--- config.mk ---
export PLATFORM = sky130hd
export DESIGN_NAME = irqc_top
export DESIGN_NICKNAME = d
export VERILOG_FILES = /design/src/rtl/irqc_pkg.sv /design/src/rtl/irqc_lowest.sv /design/src/rtl/irqc_srcpnd.sv /design/src/rtl/irqc_intpnd.sv /design/src/rtl/irqc_top.sv
export SDC_FILE = /design/constraint.sdc
export NUM_CORES = 1
export LEC_CHECK = 0
export BUFFER_PORTS_ARGS = -buffer_cell sky130_fd_sc_hd__buf_4
export CAP_MARGIN = 10
export CORE_ASPECT_RATIO = 1.4
export CORE_MARGIN = 2
export CORE_UTILIZATION = 60
export CTS_BUF_LIST = sky130_fd_sc_hd__clkbuf_8
export CTS_CLUSTER_SIZE = 12
export DETAILED_ROUTE_END_ITERATION = 16
export PLACE_DENSITY = 0.88
export SLEW_MARGIN = 30
export SYNTH_ARGS = -nofsm -noshare
export SYNTH_HDL_FRONTEND = slang
export SYNTH_SLANG_ARGS = --single-unit
--- constraint.sdc ---
create_clock -name clk_i -period 5 [get_ports clk_i]
set_input_delay 0.75 -clock clk_i [delete_from_list [all_inputs] [get_ports clk_i]]
set_output_delay 0.75 -clock clk_i [all_outputs]
set_load 0.03 [all_outputs]
--- src/rtl/irqc_pkg.sv ---
package irqc_pkg;
  typedef enum logic [1:0] {
    SEL_SRC  = 2'd0,
    SEL_INT  = 2'd1,
    SEL_OFS  = 2'd2,
    SEL_NONE = 2'd3
  } irqc_sel_e;
endpackage

--- src/rtl/irqc_lowest.sv ---
module irqc_lowest #(
  parameter int N  = 32,
  parameter int IW = $clog2(N)
) (
  input  logic [N-1:0]  vec_i,
  output logic          any_o,
  output logic [N-1:0]  onehot_o,
  output logic [IW-1:0] idx_o
);
  // isolate lowest set bit
  assign onehot_o = vec_i & (~vec_i + {{(N-1){1'b0}}, 1'b1});
  assign any_o    = |vec_i;

  always_comb begin
    idx_o = '0;
    for (int i = N - 1; i >= 0; i--) begin
      if (vec_i[i]) idx_o = IW'(i);
    end
  end
endmodule

--- src/rtl/irqc_srcpnd.sv ---
module irqc_srcpnd #(
  parameter int N = 32
) (
  input  logic         clk_i,
  input  logic         rst_ni,
  input  logic [N-1:0] req_i,
  input  logic         clr_en_i,
  input  logic [N-1:0] clr_mask_i,
  output logic [N-1:0] src_q_o,
  output logic [N-1:0] src_next_o,
  output logic         irq_o
);
  logic [N-1:0] src_q;
  logic         irq_q;
  logic         irq_d;

  always_comb begin
    src_next_o = src_q;
    if (clr_en_i) src_next_o = src_next_o & ~clr_mask_i;
    src_next_o = src_next_o | req_i;  // set beats clear
    irq_d      = |src_next_o;
  end

  always_ff @(posedge clk_i or negedge rst_ni) begin
    if (!rst_ni) begin
      src_q <= '0;
      irq_q <= 1'b0;
    end else begin
      src_q <= src_next_o;
      irq_q <= irq_d;
    end
  end

  assign src_q_o = src_q;
  assign irq_o   = irq_q;
endmodule

--- src/rtl/irqc_intpnd.sv ---
module irqc_intpnd #(
  parameter int N  = 32,
  parameter int IW = $clog2(N)
) (
  input  logic          clk_i,
  input  logic          rst_ni,
  input  logic          eval_en_i,
  input  logic          sel_any_i,
  input  logic [N-1:0]  sel_onehot_i,
  input  logic [IW-1:0] sel_idx_i,
  input  logic          clr_en_i,
  input  logic [N-1:0]  clr_mask_i,
  output logic [N-1:0]  int_q_o,
  output logic [IW-1:0] ofs_q_o
);
  logic [N-1:0]  int_q, int_d;
  logic [IW-1:0] ofs_q, ofs_d;
  logic          upd_en;

  assign upd_en = eval_en_i & sel_any_i;

  always_comb begin
    int_d = int_q;
    ofs_d = ofs_q;
    if (clr_en_i) int_d = int_d & ~clr_mask_i;
    if (upd_en) begin
      int_d = int_d | sel_onehot_i;
      ofs_d = sel_idx_i;
    end
  end

  always_ff @(posedge clk_i or negedge rst_ni) begin
    if (!rst_ni) begin
      int_q <= '0;
      ofs_q <= '0;
    end else begin
      int_q <= int_d;
      if (upd_en) ofs_q <= ofs_d;
    end
  end

  assign int_q_o = int_q;
  assign ofs_q_o = ofs_q;
endmodule

--- src/rtl/irqc_top.sv ---
module irqc_top #(
  parameter int N  = 32,
  parameter int DW = 32,
  parameter int IW = $clog2(N)
) (
  input  logic          clk_i,
  input  logic          rst_ni,
  input  logic [N-1:0]  irq_req_i,
  input  logic          bus_we_i,
  input  logic [1:0]    bus_addr_i,
  input  logic [DW-1:0] bus_wdata_i,
  output logic [DW-1:0] bus_rdata_o,
  output logic          irq_o
);
  import irqc_pkg::*;

  // reset: asynchronous assert, synchronous release
  logic [1:0] rst_sync_q;
  logic       rst_sync_n;

  always_ff @(posedge clk_i or negedge rst_ni) begin
    if (!rst_ni) rst_sync_q <= 2'b00;
    else         rst_sync_q <= {rst_sync_q[0], 1'b1};
  end
  assign rst_sync_n = rst_sync_q[1];

  irqc_sel_e     sel;
  logic          src_clr_en, int_clr_en, eval_en;
  logic [N-1:0]  clr_mask;
  logic [N-1:0]  src_q, src_next, int_q, sel_onehot;
  logic [IW-1:0] ofs_q, sel_idx;
  logic          sel_any;

  assign sel        = irqc_sel_e'(bus_addr_i);
  assign src_clr_en = bus_we_i && (sel == SEL_SRC);
  assign int_clr_en = bus_we_i && (sel == SEL_INT);
  assign clr_mask   = bus_wdata_i[N-1:0];
  assign eval_en    = (|irq_req_i) | src_clr_en;

  irqc_srcpnd #(.N(N)) u_src (
    .clk_i      (clk_i),
    .rst_ni     (rst_sync_n),
    .req_i      (irq_req_i),
    .clr_en_i   (src_clr_en),
    .clr_mask_i (clr_mask),
    .src_q_o    (src_q),
    .src_next_o (src_next),
    .irq_o      (irq_o)
  );

  irqc_lowest #(.N(N), .IW(IW)) u_low (
    .vec_i    (src_next),
    .any_o    (sel_any),
    .onehot_o (sel_onehot),
    .idx_o    (sel_idx)
  );

  irqc_intpnd #(.N(N), .IW(IW)) u_int (
    .clk_i        (clk_i),
    .rst_ni       (rst_sync_n),
    .eval_en_i    (eval_en),
    .sel_any_i    (sel_any),
    .sel_onehot_i (sel_onehot),
    .sel_idx_i    (sel_idx),
    .clr_en_i     (int_clr_en),
    .clr_mask_i   (clr_mask),
    .int_q_o      (int_q),
    .ofs_q_o      (ofs_q)
  );

  always_comb begin
    bus_rdata_o = '0;
    case (sel)
      SEL_SRC: bus_rdata_o[N-1:0]  = src_q;
      SEL_INT: bus_rdata_o[N-1:0]  = int_q;
      SEL_OFS: bus_rdata_o[IW-1:0] = ofs_q;
      default: bus_rdata_o = '0;
    endcase
  end
endmodule

======== Yosys cells after proc, flatten, opt, wreduce, memory -nomap -nowiden ========
Cells that the tools add are included.
storage, ports and cells
  register bits after elaboration ......... 72
  output and inout bits ................... 33
  word-level logic and storage cells ...... 59
cells by class
  add/subtract/negate cells ............... 1
  equal/unequal tests ..................... 2
  mux-type cells .......................... 37
  bitwise operators ....................... 9
  reduce and logical (&&, ||, !) cells .... 5
operators with widths
  kind                                                             number
  5-bit 2-to-1 mux                                                 32
  32-bit AND                                                       3
  32-bit 2-to-1 mux                                                3
  32-bit NOT                                                       2
  32-bit OR                                                        2
  32-bit OR reduction                                              2
  27-bit case mux with 2 select lines                              1
  32-bit by 1-bit adder with 32-bit output, second input constant  1
  5-bit case mux with 3 select lines                               1
  2-bit by 1-bit == test with 1-bit output, second input constant  1
  2-bit == test, second input constant                             1
  1-bit logical AND                                                2
  2-bit zero test                                                  1
  1-bit AND                                                        1
  1-bit OR                                                         1

======== Longest topological paths before layout ========
Gate-level depths: netlist (run 1).
  word-level depth ........................ 36
  depth in mapped cells ................... 10

======== Hierarchy ========
From an unflattened synthesis (run 1), not the netlist that was laid out.
second synthesis, totals
  cell total of the unflattened synthesis .. 444
  area, all modules ....................... 4,356.7 um^2
modules (own cells, without submodules)
  module       times used  cells each  area an instance (um^2)
  irqc_srcpnd  1           121         1,496.4
  irqc_intpnd  1           114         1,446.4
  irqc_lowest  1           114         737.0
  irqc_top     1           95          676.9

======== Worst setup path after synthesis (run 1) ========
Ideal clock, no wire load.
  kind .................................... input-to-output
  start point ............................. input port bus_addr_i[0]
  end point ............................... output port bus_rdata_o[10]
  data arrival time ....................... 2,173 ps
  data required time ...................... 4,250 ps
  path slack .............................. 2,077 ps
  cell stages on the path ................. 5
  buffers on the path ..................... 3
  path through ............................ clkbuf_1 buf_2 buf_1 mux2i_1 nor2_1
on the way
  longest elaborated chain between the ends .. 2
  elaborated cells between the ends (all ways) .. 3
RTL lines
  what                                                                                line            RTL
  from (decl)                                                                         irqc_top.sv:10  input logic [1:0] bus_addr_i,
  2-bit by 1-bit == test with 1-bit output / 2-bit zero test (equally long branches)  irqc_top.sv:73  case (sel)
  27-bit case mux with 2 select lines (*)                                             irqc_top.sv:73
  to (decl)                                                                           irqc_top.sv:12  output logic [DW-1:0] bus_rdata_o,
Every way passes the cells marked *; elsewhere a longest branch is shown, timed or not.

======== Worst setup path in the final report (run 1) ========
  start point ............................. input port bus_addr_i[0]
  end point ............................... register u_int.ofs_q[1], in the netlist u_int.ofs_q_o[1]
on the way
  longest elaborated chain between the ends .. 36
  elaborated cells between the ends (all ways) .. 39
RTL lines
  what                             line               RTL
  2-bit zero test (*)              irqc_top.sv:35     assign src_clr_en = bus_we_i && (sel == SEL_SRC);
  1-bit logical AND (*)            irqc_top.sv:35
  32-bit 2-to-1 mux                irqc_srcpnd.sv:19  if (clr_en_i) src_next_o = src_next_o & ~clr_mask_i;
  32-bit OR                        irqc_srcpnd.sv:20  src_next_o = src_next_o | req_i;
  5-bit 2-to-1 mux (32 in series)  irqc_lowest.sv:17  if (vec_i[i]) idx_o = IW'(i);
  to (signal assigned)             irqc_intpnd.sv:38  if (upd_en) ofs_q <= ofs_d;
  to (decl)                        irqc_intpnd.sv:17  logic [IW-1:0] ofs_q, ofs_d;
Marks and branches as above.
A chain may end at the register's enable or synchronous reset.

==> results of run 1 <==
## sequential cells by signal, indices dropped and copies added (netlist names)
register and cells:
rst_sync_q 2, u_int.ofs_q_o 5, u_src.irq_o 1, u_src.src_q_o 32
u_int.int_q_o 32
## cell type report
class | instances | area, um^2 | share of cell area
multi-input cells | 319 | 2067 | 0.4033
clock buffers | 11 | 151.4 | 0.02954
repair buffers | 103 | 777.0 | 0.1516
clock inverters | 4 | 46.29 | 0.009033
well taps | 92 | 115.1 | 0.02246
flip-flops and latches | 72 | 1803 | 0.3518
inverters | 44 | 165.2 | 0.03223
## report_power, final
| part | internal, mW | total, mW | switching, mW | leakage [nW] |
|---|---|---|---|---|
| combinational | 0.0902 | 0.222 | 0.132 | 1.21 |
| sequential | 0.595 | 0.603 | 0.00756 | 0.832 |
| clock | 0.252 | 0.460 | 0.208 | 0.108 |
## per-layer routing
layer / GRT usage / share of wire / vias up
li1: - / - / 1820
met1: 0.3678 / 0.37 / 1915
met2: 0.5742 / 0.53 / 212
met3: 0.04438 / 0.061 / 46
met4: 0.1804 / 0.041 / 0
met5: 0 / 0 / -
## placed cells by master (no fill, tap or decap), types with 2 or more instances in the layout
master / synthesis / final
a211oi_1: 2 / 2
nand4bb_1: 22 / 22
a22o_1: 3 / 3
a221oi_1: 2 / 2
nand2_1: 75 / 75
buf_4: 0 / 102
nor4_1: 10 / 10
o41ai_2: 3 / 3
and2_1: 2 / 2
inv_2: 3 / 3
a2111o_1: 2 / 2
o211ai_1: 3 / 3
nor2_1: 42 / 42
nor3_1: 6 / 6
o31ai_2: 2 / 2
a32o_1: 5 / 5
o21ai_0: 9 / 9
mux2i_1: 33 / 33
dfrtp_1: 72 / 71
o31ai_1: 10 / 10
inv_1: 41 / 43
a31o_2: 7 / 7
nand4_1: 12 / 12
clkbuf_8: 0 / 11
a21oi_1: 28 / 28
o21ai_1: 11 / 11
a31o_1: 2 / 2
nand3_1: 7 / 7
## cells by family after synthesis
kind of cell / after synthesis / synth area share
simple gates: 186 / 0.2461
compound gates: 99 / 0.1742
flops: 72 / 0.4370
buf+inv: 64 / 0.06161
mux: 33 / 0.08012
other cells: 1 / 0.0009096
## metrics by stage
stage	std cells	area [um^2]	total power, mW	utilization
floorplan	455	4123	0.7335	-
global placement	630	4923	0.8301	0.7446
detailed placement	630	4923	0.8337	0.7446
CTS	645	5121	1.284	0.7745
global route	645	5125	1.326	0.7750
finish	645	5125	1.286	0.7750
## worst min path at each step
stage                                 start                 endpoint  slack (ns)
floorplan           rst_sync_q[0]$_DFF_PN0_  rst_sync_q[1]$_DFF_PN0_        0.33
global placement    rst_sync_q[0]$_DFF_PN0_  rst_sync_q[1]$_DFF_PN0_        0.34
detailed placement  rst_sync_q[0]$_DFF_PN0_  rst_sync_q[1]$_DFF_PN0_        0.34
CTS                                  rst_ni  rst_sync_q[1]$_DFF_PN0_        0.17
global route                         rst_ni  rst_sync_q[0]$_DFF_PN0_        0.17
finish                               rst_ni  rst_sync_q[1]$_DFF_PN0_        0.17
==> run metrics, run 1 <==
Yosys top cell by area=dfrtp_1; Post-synth EDFFs=0; Setup WS pre-CTS=1.301 ns; Worst Path Class, Setup=in2reg; Final Cycle Share=0.6849; cell area power density=250.9 nW/um^2; WL/cell=18.36 um; initial DRC count=303; post-synth top area share=0.4370; Worst Setup SP=bus_addr_i[0]; Crit path buffers/inverters=1; die height=102.1 um; top-count cell post-synth=nand2_1; crit path capture type=register; cts repair resizes=0; Critical Path AT=3.62 ns; number of max-slew violations in the final report=0; first-pass iteration count of the detailed router=5; setup slack after layout=1.576 ns; Slew @ Worst Pin=0.7928 ns; Stages on worst setup path=8; CP top delay family=simple AND/OR/NAND/NOR gates; R2R depth=6; Max clock buf depth=2; Lkg Pwr=2.147 nW; All-Layer GR Usage=0.3237; share of cells above drive strength 1=0.2514; CP endpoint=u_int.ofs_q_o[1]$_DFFE_PN0P_; core area=6613 um^2; Max H-tree Level=3; post-detail-place hpwl=8674 um; Syn-to-layout area delta=24.31%; GP Congestion=0.9038; Synth Warn #=0; final hold vios=0; Filler Cells Inserted=468; worst-case clock skew=0.009066 ns; maximum vdd drop=201.6 uV; Mapped Nets=524; Worst setup SP type=input pin; HP Class=in2async; Slew HR=0.4674; Diodes inserted=0; worst hold margin=0.1712 ns; Reg clk slew, reported paths=0.07 ns; total wire length=11840 um; Initial Util=0.6235; RSZ-0062 raised after global routing=false; Mapped Area=4123 um^2; Distinct cells, synth=51; largest net degree at the start of global routing=71; r2r setup slk=2.25 ns; DR DRC count=0; worst-path fanout max=57; max-cap violations=0; final setup violation count=0; slowest cell delay on critical path=0.69 ns; worst r2r src=u_src.src_q_o[4]$_DFF_PN0_; CTS Buf Count=9; Async S/R FF share, synth=1.000; Layout Nets=618; antenna-violating nets left=0; sequential share of the synthesized area=0.4370; die area=7560 um^2; reg2reg end=u_int.ofs_q_o[1]$_DFFE_PN0P_; TritonCTS clock tree=built; FP Rows=35; Via Count=3993; Mapped Cells=455; outcome=finished clean; vias in the first global route=4072; Synth area leaders=dfrtp_1, mux2i_1, nand2_1; IO Port Bufs=101; CP required=5.19 ns; fmax=292.0 MHz; io pins=102; top post-synthesis cells by count=nand2_1, dfrtp_1, nor2_1, inv_1, mux2i_1; CTS Root Cell=clkbuf_8; slowest cell on the critical path=nor3_1; vias per cell=6.191; clock latency on the worst-skew pair=0.35 ns; CTS Hold Bufs=0; ys flop type=dfrtp_1; die span in x=74.06 um; antenna violations before repair=0; CTS sink cnt=72; Period minus WS final=3.424 ns; Avg Cell Area, Syn=9.061 um^2; post-CTS setup buffer count=0; TNS Setup=0 ns; critical path, cell by cell=buf_4 -> nand4bb_1 -> a21oi_1 -> nand2_1 -> nor3_1 -> a41oi_2 -> nand3_1 -> o32ai_1; global-route wire length before repair=18610 um; post-synthesis register bit count=72; Overflow after GRT=0
Note: power is estimated with default switching activity, not from simulation.
==> run 2: changes to the inputs <==
- CORE_UTILIZATION: 60 -> 50
- PLACE_DENSITY: 0.88 -> 0.79
- clock period: 5 -> 2.8 ns (I/O delays scaled with it)
==> run metrics, run 2 (same netlist as run 1, synthesis figures left out) <==
outcome=finished clean; Syn-to-layout area delta=33.69%; CTS sink cnt=72; most frequent cells in the layout=buf_4, nand2_1, dfrtp_1; core area=8100 um^2; DR DRC count=0; vias per cell=5.827; TritonCTS clock tree=built; critical path, cell by cell=buf_4 -> nand4bb_1 -> a21oi_1 -> nand2_1 -> or4_4 -> nor4b_4 -> nand4_1 -> o31ai_2; Period minus WS final=2.535 ns; maximum vdd drop=344.3 uV; RSZ-0062 raised after global routing=false; max-cap violations=0; All-Layer GR Usage=0.2851; Worst setup SP type=input pin; Final Cycle Share=0.9054; cell area power density=422.3 nW/um^2; HP Class=in2reg; final setup violation count=0; vias in the first global route=4260; commonest non-fill, non-tap cell in the layout=buf_4; worst-case clock skew=0.008253 ns; Slew @ Worst Pin=0.8663 ns; Reg clk slew, reported paths=0.07 ns; die area=8998 um^2; die span in x=80.75 um; first-pass iteration count of the detailed router=5; Final Non-Filler Cells=701; Critical Path AT=2.78 ns; crit path capture type=register; CTS Root Cell=clkbuf_8; slowest cell on the critical path=or4_4; Lkg Pwr=2.383 nW; final hold vios=0; Max H-tree Level=3; Overflow after GRT=0; total wire length=12310 um; antenna-violating nets left=0; number of max-slew violations in the final report=0; cts repair resizes=0; post-detail-place hpwl=9365 um; TNS Setup=0 ns; antenna violations before repair=0; io pins=102; CTS Buf Count=9; Slew HR=0.4225; Worst Path Class, Setup=in2reg; slowest cell delay on critical path=0.54 ns; FP Rows=39; Diodes inserted=0; largest net degree at the start of global routing=39; Max clock buf depth=2; WL/cell=17.55 um; Layout Nets=663; worst-path fanout max=23; Initial Util=0.5090; clock latency on the worst-skew pair=0.36 ns; CP required=3.05 ns; global-route wire length before repair=19910 um; GP Congestion=0.9426; IO Port Bufs=101; initial DRC count=360; share of cells above drive strength 1=0.3088; fmax=394.4 MHz; Filler Cells Inserted=668; die height=111.4 um; DP Cell Count=684; Via Count=4085
## run 2: cell count changes in the layout (fill, tap and decap cells not counted)
cell	delta
clkinv_2	+2
buf_12	+3
inv_1	-1
clkbuf_8	-1
clkinvlp_4	+1
buf_4	+42
dlygate4sd3_1	+1
buf_6	-1
## run 2: routing by layer
metal	global-route usage	vias up	share of wire
met5	0	-	0
met4	0.1367	0	0.034
met3	0.03971	31	0.042
met2	0.5150	133	0.54
met1	0.3221	2017	0.38
li1	-	1904	-
## run 2: area by class of cell
| class | count | area (um^2) | share of cell area |
|---|---|---|---|
| well taps | 102 | 127.6 | 0.02316 |
| inverters | 44 | 165.2 | 0.02997 |
| multi-input cells | 319 | 2067 | 0.3750 |
| clock buffers | 10 | 137.6 | 0.02497 |
| clock inverters | 6 | 60.06 | 0.01090 |
| repair buffers | 148 | 1151 | 0.2089 |
| flip-flops and latches | 72 | 1803 | 0.3271 |
## run 2: worst max-delay path: cells and delay by family
family,cells,cell delay [ns]
and+or+nand+nor,5,1.56
AOI/OAI and AO/OA,2,0.59
buffers and inverters,1,0.21
## run 2: worst paths after layout
path | startpoint | end | slack [ns] | depth (start not counted)
max in group asynchronous | rst_sync_q[1]$_DFF_PN0_ | u_src.src_q_o[5]$_DFF_PN0_ | 1.73 | 1
setup reg to reg | u_src.src_q_o[5]$_DFF_PN0_ | u_int.int_q_o[31]$_DFF_PN0_ | 0.42 | 6
setup / recovery | bus_addr_i[1] | u_int.int_q_o[31]$_DFF_PN0_ | 0.26 | 8
hold / removal | irq_req_i[11] | u_src.src_q_o[11]$_DFF_PN0_ | 0.33 | 3
hold reg to reg | rst_sync_q[0]$_DFF_PN0_ | rst_sync_q[1]$_DFF_PN0_ | 0.36 | 0
min in group asynchronous | rst_ni | rst_sync_q[1]$_DFF_PN0_ | 0.38 | 2
## run 2: report_power, final
| group | total, mW | internal (mW) | switching (mW) |
|---|---|---|---|
| Sequential | 1.09 | 1.06 | 0.0240 |
| Combinational | 0.420 | 0.189 | 0.232 |
| Clock | 0.820 | 0.431 | 0.390 |
## run 2: per-stage QoR
step | instance area (um^2) | util | setup WS (ns) | hold slack (ns) | power (mW)
floorplan | 4123 | - | 0.2870 | 0.1244 | 1.310
global placement | 5304 | 0.6548 | 0.1313 | 0.2022 | 1.518
detailed placement | 5304 | 0.6548 | 0.0004181 | 0.2028 | 1.524
CTS | 5512 | 0.6804 | 0.2929 | 0.3228 | 2.334
global route | 5512 | 0.6804 | 0.06439 | 0.3449 | 2.421
finish | 5512 | 0.6804 | 0.2648 | 0.3318 | 2.328
## run 2: what timing repair did
action,CTS,global route
buffers inserted,0,0
hold endpoints to repair,2,0
hold buffers,1,0
==> run 3: changes to the inputs <==
- BUFFER_PORTS_ARGS: -buffer_cell sky130_fd_sc_hd__buf_4 -> unset
- CORE_MARGIN: 2 -> 10
- CORE_UTILIZATION: 50 -> 60
- DONT_BUFFER_PORTS: unset -> 1
==> run metrics, run 3 (same netlist as run 1, synthesis figures left out) <==
Slew @ Worst Pin=0.8833 ns; switching pwr=594.2 uW; initial DRC count=301; CTS Buf Count=9; Lkg Pwr=1.799 nW; worst-path fanout max=5; GP Congestion=0.9357; Filler Cells Inserted=579; Multi-input gate area=2067 um^2; fmax=422.3 MHz; Setup WS pre-CTS=0.2375 ns; DR DRC count=0; WL/cell=21.53 um; vias per cell=6.386; io pins=102; cell area power density=467.8 nW/um^2; storage element area=1803 um^2; Period minus WS final=2.368 ns; die area=10630 um^2; CP required=3.05 ns; cell area after layout=4603 um^2; Diodes inserted=0; core area=6656 um^2; Overflow after GRT=0; Reg clk slew, reported paths=0.08 ns; share of cells above drive strength 1=0.1485; post-CTS setup buffer count=0; TritonCTS clock tree=built; RSZ-0062 raised after global routing=false; vias in the first global route=3871; largest net degree at the start of global routing=58; Worst setup SP type=register; post-detail-place hpwl=9245 um; most frequent cells in the layout=nand2_1, dfrtp_1, nor2_1; Flop pwr share=0.505; placed cell areas=4398 um^2; Slew HR=0.4111; CTS Root Cell=clkbuf_8; outcome=finished clean; setup slack after layout=0.4322 ns; global-route wire length before repair=19950 um; antenna violations before repair=0; Internal Power=1.559 mW; CTS sink cnt=72; antenna-violating nets left=0; total wire length=12420 um; commonest non-fill, non-tap cell in the layout=nand2_1; final hold vios=0; first-pass iteration count of the detailed router=5; Via Count=3685; FP Rows=35; Initial Util=0.6194; DP Cell Count=560; Syn-to-layout area delta=11.65%; maximum vdd drop=326.7 uV; crit path capture type=register; Worst Path Class, Setup=reg2reg; Max clock buf depth=2; worst-case clock skew=0.008357 ns; die span in x=90.06 um; Combinational Power Share=0.113; Final Cycle Share=0.8456; All-Layer GR Usage=0.2283; Max H-tree Level=3; Layout Nets=549; final setup violation count=0; number of max-slew violations in the final report=0; clock latency on the worst-skew pair=0.35 ns; Critical Path AT=2.61 ns; HP Class=in2reg; Final Non-Filler Cells=577; Clk pwr share=0.383; die height=118.1 um; worst hold margin=0.2185 ns; IO Port Bufs=0; cts repair resizes=0; max-cap violations=0; TNS Setup=0 ns; sw frac=0.2759
## run 3: cell count changes in the layout (fill, tap and decap cells not counted), sizes merged
| cell | before | now |
|---|---|---|
| clkinvlp | 1 | 3 |
| buf | 147 | 33 |
| clkinv | 3 | 2 |
| clkbuf | 10 | 9 |
## run 3: final cells by class
type / count / area share
clock buffers: 9 / 0.02691
clock inverters: 7 / 0.01549
inverters: 44 / 0.03588
multi-input cells: 319 / 0.4490
flip-flops and latches: 72 / 0.3917
well taps: 92 / 0.02501
repair buffers: 34 / 0.05599
## run 3: path summary, 6_finish.rpt
| path | from | end | slack (ns) | cells after the start |
|---|---|---|---|---|
| worst max-delay path | u_src.src_q_o[5]$_DFF_PN0_ | u_int.int_q_o[27]$_DFF_PN0_ | 0.43 | 6 |
| worst min-delay path | irq_req_i[7] | u_src.src_q_o[7]$_DFF_PN0_ | 0.22 | 2 |
| worst max register to register | u_src.src_q_o[5]$_DFF_PN0_ | u_int.int_q_o[27]$_DFF_PN0_ | 0.43 | 6 |
| worst min register to register | rst_sync_q[0]$_DFF_PN0_ | rst_sync_q[1]$_DFF_PN0_ | 0.36 | 0 |
| max in group asynchronous | rst_sync_q[1]$_DFF_PN0_ | u_int.int_q_o[4]$_DFF_PN0_ | 1.62 | 1 |
| min in group asynchronous | rst_ni | rst_sync_q[0]$_DFF_PN0_ | 0.29 | 1 |
## run 3: power groups by stage
stage	combinational [mW]	clock, mW	sequential [mW]
2_1_floorplan	0.204	0	1.11
3_3_place_gp	0.237	0	1.11
3_5_place_dp	0.241	0	1.11
4_1_cts	0.244	0.832	1.09
5_1_grt	0.261	0.886	1.09
6_report	0.243	0.824	1.09
## run 3: per-stage QoR
step / util / power [mW]
finish: 0.6915 / 2.153
global route: 0.6915 / 2.237
CTS: 0.6915 / 2.162
detailed placement: 0.6607 / 1.348
global placement: 0.6607 / 1.342
floorplan: - / 1.310
## run 3: timing repair
action                                  4_1_cts  5_1_grt
hold buffers                                  1        0
hold endpoints to repair                      2        0
endpoints found under the setup margin        0        0
## run 3: worst max-delay path, stage by stage (launching register included)
cell and delay (ns):
dfrtp_1 0.38, a21oi_1 0.28, nand2_1 0.19, or4_4 0.56, nor4b_4 0.42, nand3_1 0.18
o31ai_2 0.24
## run 3: per-layer routing
layer | part of all wire | routed length (um) | GRT usage | vias up
met5 | 0 | 0 | 0 | -
met3 | 0.091 | 1131 | 0.08870 | 31
met2 | 0.52 | 6500 | 0.4017 | 171
met1 | 0.36 | 4476 | 0.2404 | 1799
li1 | - | - | - | 1684
met4 | 0.025 | 312 | 0.07984 | 0
